[src/rtl/sertx_pkg.sv]
package sertx_pkg;
  typedef enum logic [1:0] {
    CH_NONE = 2'd0,
    CH_DATA = 2'd1,
    CH_IDLE = 2'd2,
    CH_BRK  = 2'd3
  } ch_kind_t;

  localparam int CTL_W  = 8;
  localparam int B_TXIE = 7;
  localparam int B_TCIE = 6;
  localparam int B_RIE  = 5;
  localparam int B_ILIE = 4;
  localparam int B_TEN  = 3;
  localparam int B_REN  = 2;
  localparam int B_RWU  = 1;
  localparam int B_BRK  = 0;
endpackage

[src/rtl/sertx_ctrl.sv]
module sertx_ctrl
  import sertx_pkg::*;
(
  input  logic             clk,
  input  logic             rst,
  input  logic             ctl_wr,
  input  logic [CTL_W-1:0] ctl_wdata,
  input  logic             empty,
  input  logic             done,
  output logic [CTL_W-1:0] ctl_q,
  output logic             ten,
  output logic             brk,
  output logic             ten_rise,
  output logic             brk_rise,
  output logic             irq
);
  always_ff @(posedge clk) begin
    if (rst) ctl_q <= '0;
    else if (ctl_wr) ctl_q <= ctl_wdata;
  end

  assign ten      = ctl_q[B_TEN];
  assign brk      = ctl_q[B_BRK];
  assign ten_rise = ctl_wr & ctl_wdata[B_TEN] & ~ctl_q[B_TEN];
  assign brk_rise = ctl_wr & ctl_wdata[B_BRK] & ~ctl_q[B_BRK];
  assign irq      = (ctl_q[B_TXIE] & empty) | (ctl_q[B_TCIE] & done);

  assert_ctl_write_R1: assert property (@(posedge clk) disable iff (rst)
    ctl_wr |=> (ctl_q == $past(ctl_wdata)));
endmodule

[src/rtl/sertx_dbuf.sv]
module sertx_dbuf #(
  parameter int DATA_W = 8
) (
  input  logic              clk,
  input  logic              rst,
  input  logic              data_wr,
  input  logic [DATA_W-1:0] data_wdata,
  input  logic              load,
  output logic [DATA_W-1:0] dbuf,
  output logic              empty
);
  always_ff @(posedge clk) begin
    if (rst) begin
      dbuf  <= '0;
      empty <= 1'b1;
    end else begin
      if (data_wr) begin
        dbuf  <= data_wdata;
        empty <= 1'b0;
      end else if (load) begin
        empty <= 1'b1;
      end
    end
  end

  assert_empty_clear_R4: assert property (@(posedge clk) disable iff (rst)
    data_wr |=> !empty);
endmodule

[src/rtl/sertx_seq.sv]
module sertx_seq
  import sertx_pkg::*;
#(
  parameter int DATA_W = 8
) (
  input  logic              clk,
  input  logic              rst,
  input  logic              baud_tick,
  input  logic              ten,
  input  logic              brk,
  input  logic              ten_rise,
  input  logic              brk_rise,
  input  logic              have_data,
  input  logic [DATA_W-1:0] dbuf,
  output logic              line,
  output logic              busy,
  output logic              pend,
  output logic              load_data,
  output logic              done
);
  localparam int LAST  = DATA_W + 1;
  localparam int CNT_W = $clog2(DATA_W + 2);

  ch_kind_t          kind;
  logic [CNT_W-1:0]  idx;
  logic [DATA_W-1:0] sh;
  logic              idle_q, brk_q;
  logic              last, start_ok, want_brk;
  logic              take_brk, take_idle, take_data;

  always_comb begin
    last      = busy && (int'(idx) == LAST);
    start_ok  = baud_tick && (!busy || last);
    want_brk  = brk_q || (busy && kind == CH_BRK && brk);
    take_brk  = start_ok && want_brk;
    take_idle = start_ok && !want_brk && idle_q;
    take_data = start_ok && !want_brk && !idle_q && ten && have_data;
  end

  assign load_data = take_data;
  assign pend      = idle_q | brk_q;

  always_ff @(posedge clk) begin
    if (rst) begin
      busy   <= 1'b0;
      kind   <= CH_NONE;
      idx    <= '0;
      sh     <= '0;
      line   <= 1'b1;
      idle_q <= 1'b0;
      brk_q  <= 1'b0;
      done   <= 1'b1;
    end else begin
      idle_q <= (idle_q && !take_idle) || (ten_rise && busy);
      brk_q  <= (brk_q && !take_brk) || brk_rise;
      if (take_brk || take_idle || take_data) begin
        busy <= 1'b1;
        idx  <= '0;
        done <= 1'b0;
        kind <= take_brk ? CH_BRK : (take_idle ? CH_IDLE : CH_DATA);
        line <= take_idle;
        sh   <= dbuf;
      end else if (baud_tick && busy) begin
        if (last) begin
          busy <= 1'b0;
          kind <= CH_NONE;
          line <= 1'b1;
          done <= 1'b1;
        end else begin
          idx <= idx + 1'b1;
          case (kind)
            CH_DATA: begin
              if (int'(idx) < DATA_W) begin
                line <= sh[0];
                sh   <= sh >> 1;
              end else begin
                line <= 1'b1;
              end
            end
            CH_IDLE: line <= 1'b1;
            default: line <= 1'b0;
          endcase
        end
      end
    end
  end

  assert_line_on_tick_R2: assert property (@(posedge clk) disable iff (rst)
    !baud_tick |=> $stable(line));
  assert_done_quiet_R5: assert property (@(posedge clk) disable iff (rst)
    done |-> !busy);
  assert_free_high_R13: assert property (@(posedge clk) disable iff (rst)
    !busy |-> line);
endmodule

[src/rtl/sertx_pin.sv]
module sertx_pin (
  input  logic ten,
  input  logic busy,
  input  logic pend,
  input  logic mode_loop,
  input  logic mode_single,
  input  logic line_dir,
  output logic oe
);
  logic own;
  assign own = ten | busy | pend;

  always_comb begin
    if (!mode_loop)       oe = own;
    else if (!mode_single) oe = 1'b0;
    else                  oe = own & line_dir;
  end
endmodule

[src/rtl/sertx_top.sv]
module sertx_top
  import sertx_pkg::*;
#(
  parameter int DATA_W = 8
) (
  input  logic              clk,
  input  logic              rst,
  input  logic              baud_tick,
  input  logic              ctl_wr,
  input  logic [CTL_W-1:0]  ctl_wdata,
  output logic [CTL_W-1:0]  ctl_rdata,
  input  logic              data_wr,
  input  logic [DATA_W-1:0] data_wdata,
  input  logic              mode_loop,
  input  logic              mode_single,
  input  logic              line_dir,
  output logic              tx_line,
  output logic              tx_oe,
  output logic              empty,
  output logic              done,
  output logic              irq
);
  logic              ten, brk, ten_rise, brk_rise;
  logic              busy, pend, load_data;
  logic [DATA_W-1:0] dbuf;

  sertx_ctrl u_ctrl (
    .clk(clk), .rst(rst), .ctl_wr(ctl_wr), .ctl_wdata(ctl_wdata),
    .empty(empty), .done(done), .ctl_q(ctl_rdata), .ten(ten), .brk(brk),
    .ten_rise(ten_rise), .brk_rise(brk_rise), .irq(irq)
  );

  sertx_dbuf #(.DATA_W(DATA_W)) u_dbuf (
    .clk(clk), .rst(rst), .data_wr(data_wr), .data_wdata(data_wdata),
    .load(load_data), .dbuf(dbuf), .empty(empty)
  );

  sertx_seq #(.DATA_W(DATA_W)) u_seq (
    .clk(clk), .rst(rst), .baud_tick(baud_tick), .ten(ten), .brk(brk),
    .ten_rise(ten_rise), .brk_rise(brk_rise), .have_data(!empty),
    .dbuf(dbuf), .line(tx_line), .busy(busy), .pend(pend),
    .load_data(load_data), .done(done)
  );

  sertx_pin u_pin (
    .ten(ten), .busy(busy), .pend(pend), .mode_loop(mode_loop),
    .mode_single(mode_single), .line_dir(line_dir), .oe(tx_oe)
  );

  assert_pin_held_R10: assert property (@(posedge clk) disable iff (rst)
    (!mode_loop && busy) |-> tx_oe);
  assert_irq_source_R3: assert property (@(posedge clk) disable iff (rst)
    irq |-> (empty || done));
  assert_data_needs_enable_R6: assert property (@(posedge clk) disable iff (rst)
    $rose(empty) |-> $past(ten));
endmodule

[config.mk]
export PLATFORM = sky130hd
export DESIGN_NAME = sertx_top
export DESIGN_NICKNAME = d
export VERILOG_FILES = /design/src/rtl/sertx_pkg.sv /design/src/rtl/sertx_ctrl.sv /design/src/rtl/sertx_dbuf.sv /design/src/rtl/sertx_seq.sv /design/src/rtl/sertx_pin.sv /design/src/rtl/sertx_top.sv
export SDC_FILE = /design/constraint.sdc
export NUM_CORES = 1
export LEC_CHECK = 0
export BUFFER_PORTS_ARGS = -buffer_cell sky130_fd_sc_hd__buf_2
export CAP_MARGIN = 20
export CORE_ASPECT_RATIO = 0.7
export CORE_MARGIN = 3
export CORE_UTILIZATION = 50
export CTS_BUF_LIST = sky130_fd_sc_hd__clkbuf_4
export CTS_CLUSTER_DIAMETER = 200
export DETAILED_ROUTE_END_ITERATION = 7
export PLACE_DENSITY = 0.74
export SYNTH_ARGS = -nofsm -noshare
export SYNTH_HDL_FRONTEND = slang
export SYNTH_HIERARCHICAL = 1
export SYNTH_SLANG_ARGS = --single-unit
[constraint.sdc]
create_clock -name clk -period 2.6 [get_ports clk]
set_input_delay 0.39 -clock clk [delete_from_list [all_inputs] [get_ports clk]]
set_output_delay 0.39 -clock clk [all_outputs]
set_load 0.005 [all_outputs]
==> flow_summary.ini, run 1 <==
[route]
drc = 0
wl_per_cell_um = 13.9
dr.pass1.iters = 4
antenna_left = 0
drt_iter0_markers = 74
vias_per_cell = 5.42
routed_wl_mm = 3.44
vias = 1344

[worst_setup_path]
endpoint_kind = flip-flop
critPathArrivalTime_ns = 2.09
worstSetupStartpointType = flip-flop
cp.required_ns = 2.84
critPathKind = reg -> reg
cp_max_fo = 12

[power_and_ir_drop]
total_power_mw = 1.13
p_sw_mw = 0.273
power.share.sequential_pct = 53.4
swShare_pct = 24.1
p_clk_share_pct = 34.7
p_comb_share_pct = 11.9
p_leak_nw = 0.911
power.density_nw_per_um2 = 596
intPower_mw = 0.860
ir_drop_mv = 0.357

[logic_synthesis]
synth.most_common_cell = dfxtp_1
ys_ff_latch = 36
syn_inst = 178
synth_nets = 207
synthAdderAreaFrac_pct = 3.74
synth_top_area_share_pct = 43.0
yosysSeqAreaShare_pct = 43.0
synth_common_cells = dfxtp_1, nor2_1, mux2i_1
synth_area_leader_cell = dfxtp_1
syn-cell-area_um2 = 1670
async_reset_ff_share_pct = 0
synth_top_family_by_area = simple AND/OR/NAND/NOR gates
synth_compound_area_share_pct = 14.7
ys.flop_type = dfxtp_1
synth_simple_gate_area_share_pct = 16.1
yosysWarnings = 6
muxShareOfSynthArea_pct = 13.8
synth-edff-count = 0
synth.area.top_cells = dfxtp_1, mux2i_1, nor2_1, a211oi_1, ha_1
synthDistinctLibCells = 41
synth_xor_area_share_pct = 1.57
synth_area_per_cell_um2 = 9.41

[timing]
max-slew-margin-rel_pct = 64.1
clock_skew_ns = 0.00715
setup_violations = 0
drv_slew = 0
fmax_mhz = 541
whs_ns = 0.291
hold_viol_final = 0
period_share_pct = 71.1
period_minus_slack_ns = 1.85
tns_ns = 0
rsz0062_at_grt = no
timing_worst_slew_pin_value_ns = 0.538

[clock_network]
htree_levels = 2
hold_buffers = 0
cts.path.max_buffers = 2
clk_pin_slew_ns = 0.11
clock_latency_ns = 0.33
cts_buffers = 5
cts_tree = yes
cts_resized = 0
postCtsSetupRepairBufs = 0
clock-root-buffer = clkbuf_4
cts.sinks = 36

[placed_design]
hpwl_mm = 2.52
gp_congestion = 0.815
place_inst = 240
io_buffers = 36

[outcome]
status = completed

[global_routing]
grt_max_degree = 33
track_usage_pct = 18.6
grt_overflow = 0
antenna_found_initial = 0
grt_pass1_vias = 1260
grt_pass1_wl_mm = 5.72

[cells_and_area]
final_cells = 248
fill_cells = 246
diodes = 0
drive_gt1_share_pct = 24.5
area_growth_pct = 13.5
fin_nets = 240

[floorplanning]
die_h_um = 54.4
die-area_um2 = 4090
initial_core_util_pct = 56.1
core_area_um2 = 2980
ioPinCount = 37
die_width_um = 75.2
rows = 16

[worst_hold_path]
hp-class = in -> reg

[flow_run]
maxCapViolations = 0
-- state kept, by name (all words and copies together), names as in the netlist --
name / count
u_ctrl/ctl_q: 8
u_dbuf/dbuf: 8
u_dbuf/empty: 1
u_seq/brk_q: 1
u_seq/busy: 1
u_seq/done: 1
u_seq/idle_q: 1
u_seq/idx: 4
u_seq/kind: 2
u_seq/line: 1
u_seq/sh: 8
-- cells by family after synthesis --
kind of cell             after synthesis
AO/OA/AOI/OAI                         35
XOR/XNOR                               3
adder cells (fa/ha/maj)                5
buffers and inverters                 19
flip-flops                            36
multiplexers                          23
AND/OR/NAND/NOR                       57
-- worst max-delay path: stages, from the launching register on --
cell and delay (ns):
dfxtp_1 0.55, and2_0 0.35, nand3b_1 0.40, mux2i_1 0.22, a211oi_1 0.24
-- path summary, 6_finish.rpt --
| kind | cells past startpoint | start | slack (ns) | end |
|---|---|---|---|---|
| worst max-delay path | 4 | u_seq/busy | 0.75 | u_seq/sh[2] |
| worst min-delay path | 3 | data_wdata[4] | 0.29 | u_dbuf/dbuf[4] |
| worst max register to register | 4 | u_seq/busy | 0.75 | u_seq/sh[2] |
| worst min register to register | 2 | u_seq/sh[7] | 0.48 | u_seq/sh[7] |
-- power by group through the flow --
stage / clock, mW / combinational, mW / sequential, mW
finish: 0.393 / 0.135 / 0.605
global placement: 0 / 0.128 / 0.616
global route: 0.437 / 0.151 / 0.610
CTS: 0.406 / 0.135 / 0.605
floorplan: 0 / 0.0962 / 0.611
detailed placement: 0 / 0.134 / 0.618
-- through the flow --
step	area [um2]	utilization [%]	setup WS (ns)
6_report	1900	63.7	0.752
3_5_place_dp	1820	61.0	0.814
5_1_grt	1900	63.7	0.554
3_3_place_gp	1820	61.0	0.891
2_1_floorplan	1670	-	1.10
4_1_cts	1900	63.7	0.750
-- final cells by class --
class | count | area (um2) | area share (%)
clock buffers | 6 | 45.0 | 2.37
multi-input cells | 123 | 836 | 44.0
repair buffers | 37 | 188 | 9.88
inverters | 8 | 30.0 | 1.58
clock inverters | 2 | 35.0 | 1.84
flip-flops and latches | 36 | 721 | 37.9
well taps | 36 | 45.0 | 2.37
-- routing by layer --
metal	up-vias	share of wire, %	GRT usage (%)
li1	684	-	-
met1	616	50	23.9
met2	42	44	30.5
met3	2	5.7	5.87
met4	0	0.29	5.23
met5	-	0	0
-- cell usage in the layout (no fill, tap or decap), types with 2 or more instances in the layout --
| cell | n |
|---|---|
| o21ai_0 | 5 |
| nor2_1 | 32 |
| buf_2 | 36 |
| mux2i_1 | 23 |
| and2_1 | 2 |
| nand2_1 | 7 |
| a211oi_1 | 9 |
| dfxtp_1 | 36 |
| o211ai_1 | 2 |
| a21oi_1 | 7 |
| inv_1 | 8 |
| nand3b_1 | 2 |
| a31oi_1 | 2 |
| xor2_1 | 2 |
| clkbuf_4 | 6 |
| and3b_2 | 2 |
| ha_1 | 5 |
| nand3_1 | 3 |
Power figures use the tool's default switching activity.
==> run 2, diff against run 1 <==
Clock period 2.6 ns to 1.8 ns, I/O delays scaled along.
==> run 2 against run 1 <==
Compared with the run above: hold slack worse by 0.12 ns; utilization up 4.3 points; global-route usage down 0.55 points; register-to-register slack worse by 0.72 ns; critical path depth up 3; count of clock-buffer cells in the layout down 1; largest power group unchanged; final cell count up 5.2%; clock power up 42%; wire length up 8.7%; sequential power up 44%; design area up 6.7%; sequential share of layout area down 2.3 points.
==> flow_summary.ini, run 2 (synthesized netlist as in run 1, its figures left out) <==
[flow_run]
maxCapViolations = 0

[cells_and_area]
top_regs = u_ctrl/ctl_q x8, u_dbuf/dbuf x8, u_seq/sh x8
diodes = 0
mostFrequentLayoutCells = buf_2, dfxtp_1, nor2_1
utilization_pct = 68.0
area_growth_pct = 21.1
fin_nets = 253
final_common_cell = buf_2
drive_gt1_share_pct = 31.1

[timing]
hold_viol_final = 0
period_minus_slack_ns = 1.76
fmax_mhz = 567
clock_skew_ns = 0.00264
whs_ns = 0.168
drv_slew = 0
tns_ns = 0
timing_worst_slew_pin_value_ns = 0.502
period_share_pct = 98.0
setup_ws_ns = 0.0366
max-slew-margin-rel_pct = 66.2
setup_violations = 0

[placed_design]
hpwl_mm = 2.60
io_buffers = 36
dpl_worst_slack_ns = 0.0427
gp_congestion = 0.936

[worst_setup_path]
endpoint_kind = flip-flop
worstSetupStartpointType = flip-flop
cp.required_ns = 2.07
crit_top_cell = buf_6
path_cells = ha_2 -> a311o_1 -> o221ai_4 -> buf_6 -> buf_6 -> nand3_1 -> a21oi_1
crit_slowest_cell = a311o_1
critPathArrivalTime_ns = 2.03
cp_max_fo = 7
critPathKind = reg -> reg
cpPeakStageDelay_ns = 0.41
r2r_cells = 7
rrSetupSlack_ns = 0.04

[floorplanning]
core_area_um2 = 2980
die_h_um = 54.4
die-area_um2 = 4090
ioPinCount = 37
rows = 16
initial_core_util_pct = 56.1
die_width_um = 75.2

[global_routing]
track_usage_pct = 18.1
grt_pass1_wl_mm = 5.56
grt_pass1_vias = 1203
grt_max_degree = 22
grt_overflow = 0
antenna_found_initial = 0

[clock_network]
clock_latency_ns = 0.33
hold_buffers = 0
cts_buffers = 5
clock-root-buffer = clkbuf_4
clk_pin_slew_ns = 0.11
htree_levels = 2
cts_tree = yes
cts.path.max_buffers = 2
cts.sinks = 36

[power_and_ir_drop]
p_leak_nw = 0.973
power.density_nw_per_um2 = 820
total_power_mw = 1.66
ir_drop_mv = 0.557

[route]
drc = 0
vias = 1422
dr.pass1.iters = 4
antenna_left = 0
routed_wl_mm = 3.74
drt_iter0_markers = 60
vias_per_cell = 5.45
wl_per_cell_um = 14.3

[worst_hold_path]
hp-class = in -> reg
holdPathStages = 3

[outcome]
status = completed
## run 2: changes by cell type in the layout (fill, tap and decap cells not counted), sizes merged
cell / delta
buf: +13
clkinvlp: +1
clkbuf: -1
## run 2: what timing repair did
action,CTS,global route
resized for setup,1,9
setup endpoints to repair,1,8
pin swaps,0,5
setup buffers,0,9
gates cloned,0,0
## run 2: routing by layer
layer	up-vias	wire length, um	global-route usage (%)
met3	2	225	5.69
met4	0	25	5.23
met1	655	1770	24.0
met2	48	1720	28.5
met5	-	0	0
li1	717	-	-
## run 2: cell type report
cell class	instances	area, um2
fillers	248	956
multi-input cells	123	856
flip-flops and latches	36	723
repair buffers	50	293
well taps	36	45.0
clock inverters	3	42.5
clock buffers	5	37.5
inverters	8	30.0
## run 2: final timing paths
| kind | start | to |
|---|---|---|
| hold reg to reg | u_dbuf/dbuf[4] | u_seq/sh[4] |
| hold / removal | ctl_wdata[1] | u_ctrl/ctl_q[1] |
| setup / recovery | u_seq/kind[0] | u_seq/sh[7] |
| setup reg to reg | u_seq/kind[0] | u_seq/sh[7] |
## run 2: report_power, final
group	internal [mW]	switching [mW]
clock network	0.290	0.269
registers	0.841	0.0318
logic	0.117	0.114
## run 2: metrics by stage
step           instance area [um2]  cells
2_1_floorplan                 1670    178
3_3_place_gp                  1850    244
3_5_place_dp                  1850    244
4_1_cts                       1930    252
5_1_grt                       2030    261
6_report                      2030    261
## run 2: critical path: cells and delay by family, from the launching register on
| family | cells | cell delay, ns |
|---|---|---|
| AOI/OAI and AO/OA | 3 | 0.79 |
| adders and majority gates | 1 | 0.18 |
| buffers and inverters | 2 | 0.30 |
| DFF | 1 | 0.34 |
| and+or+nand+nor | 1 | 0.09 |
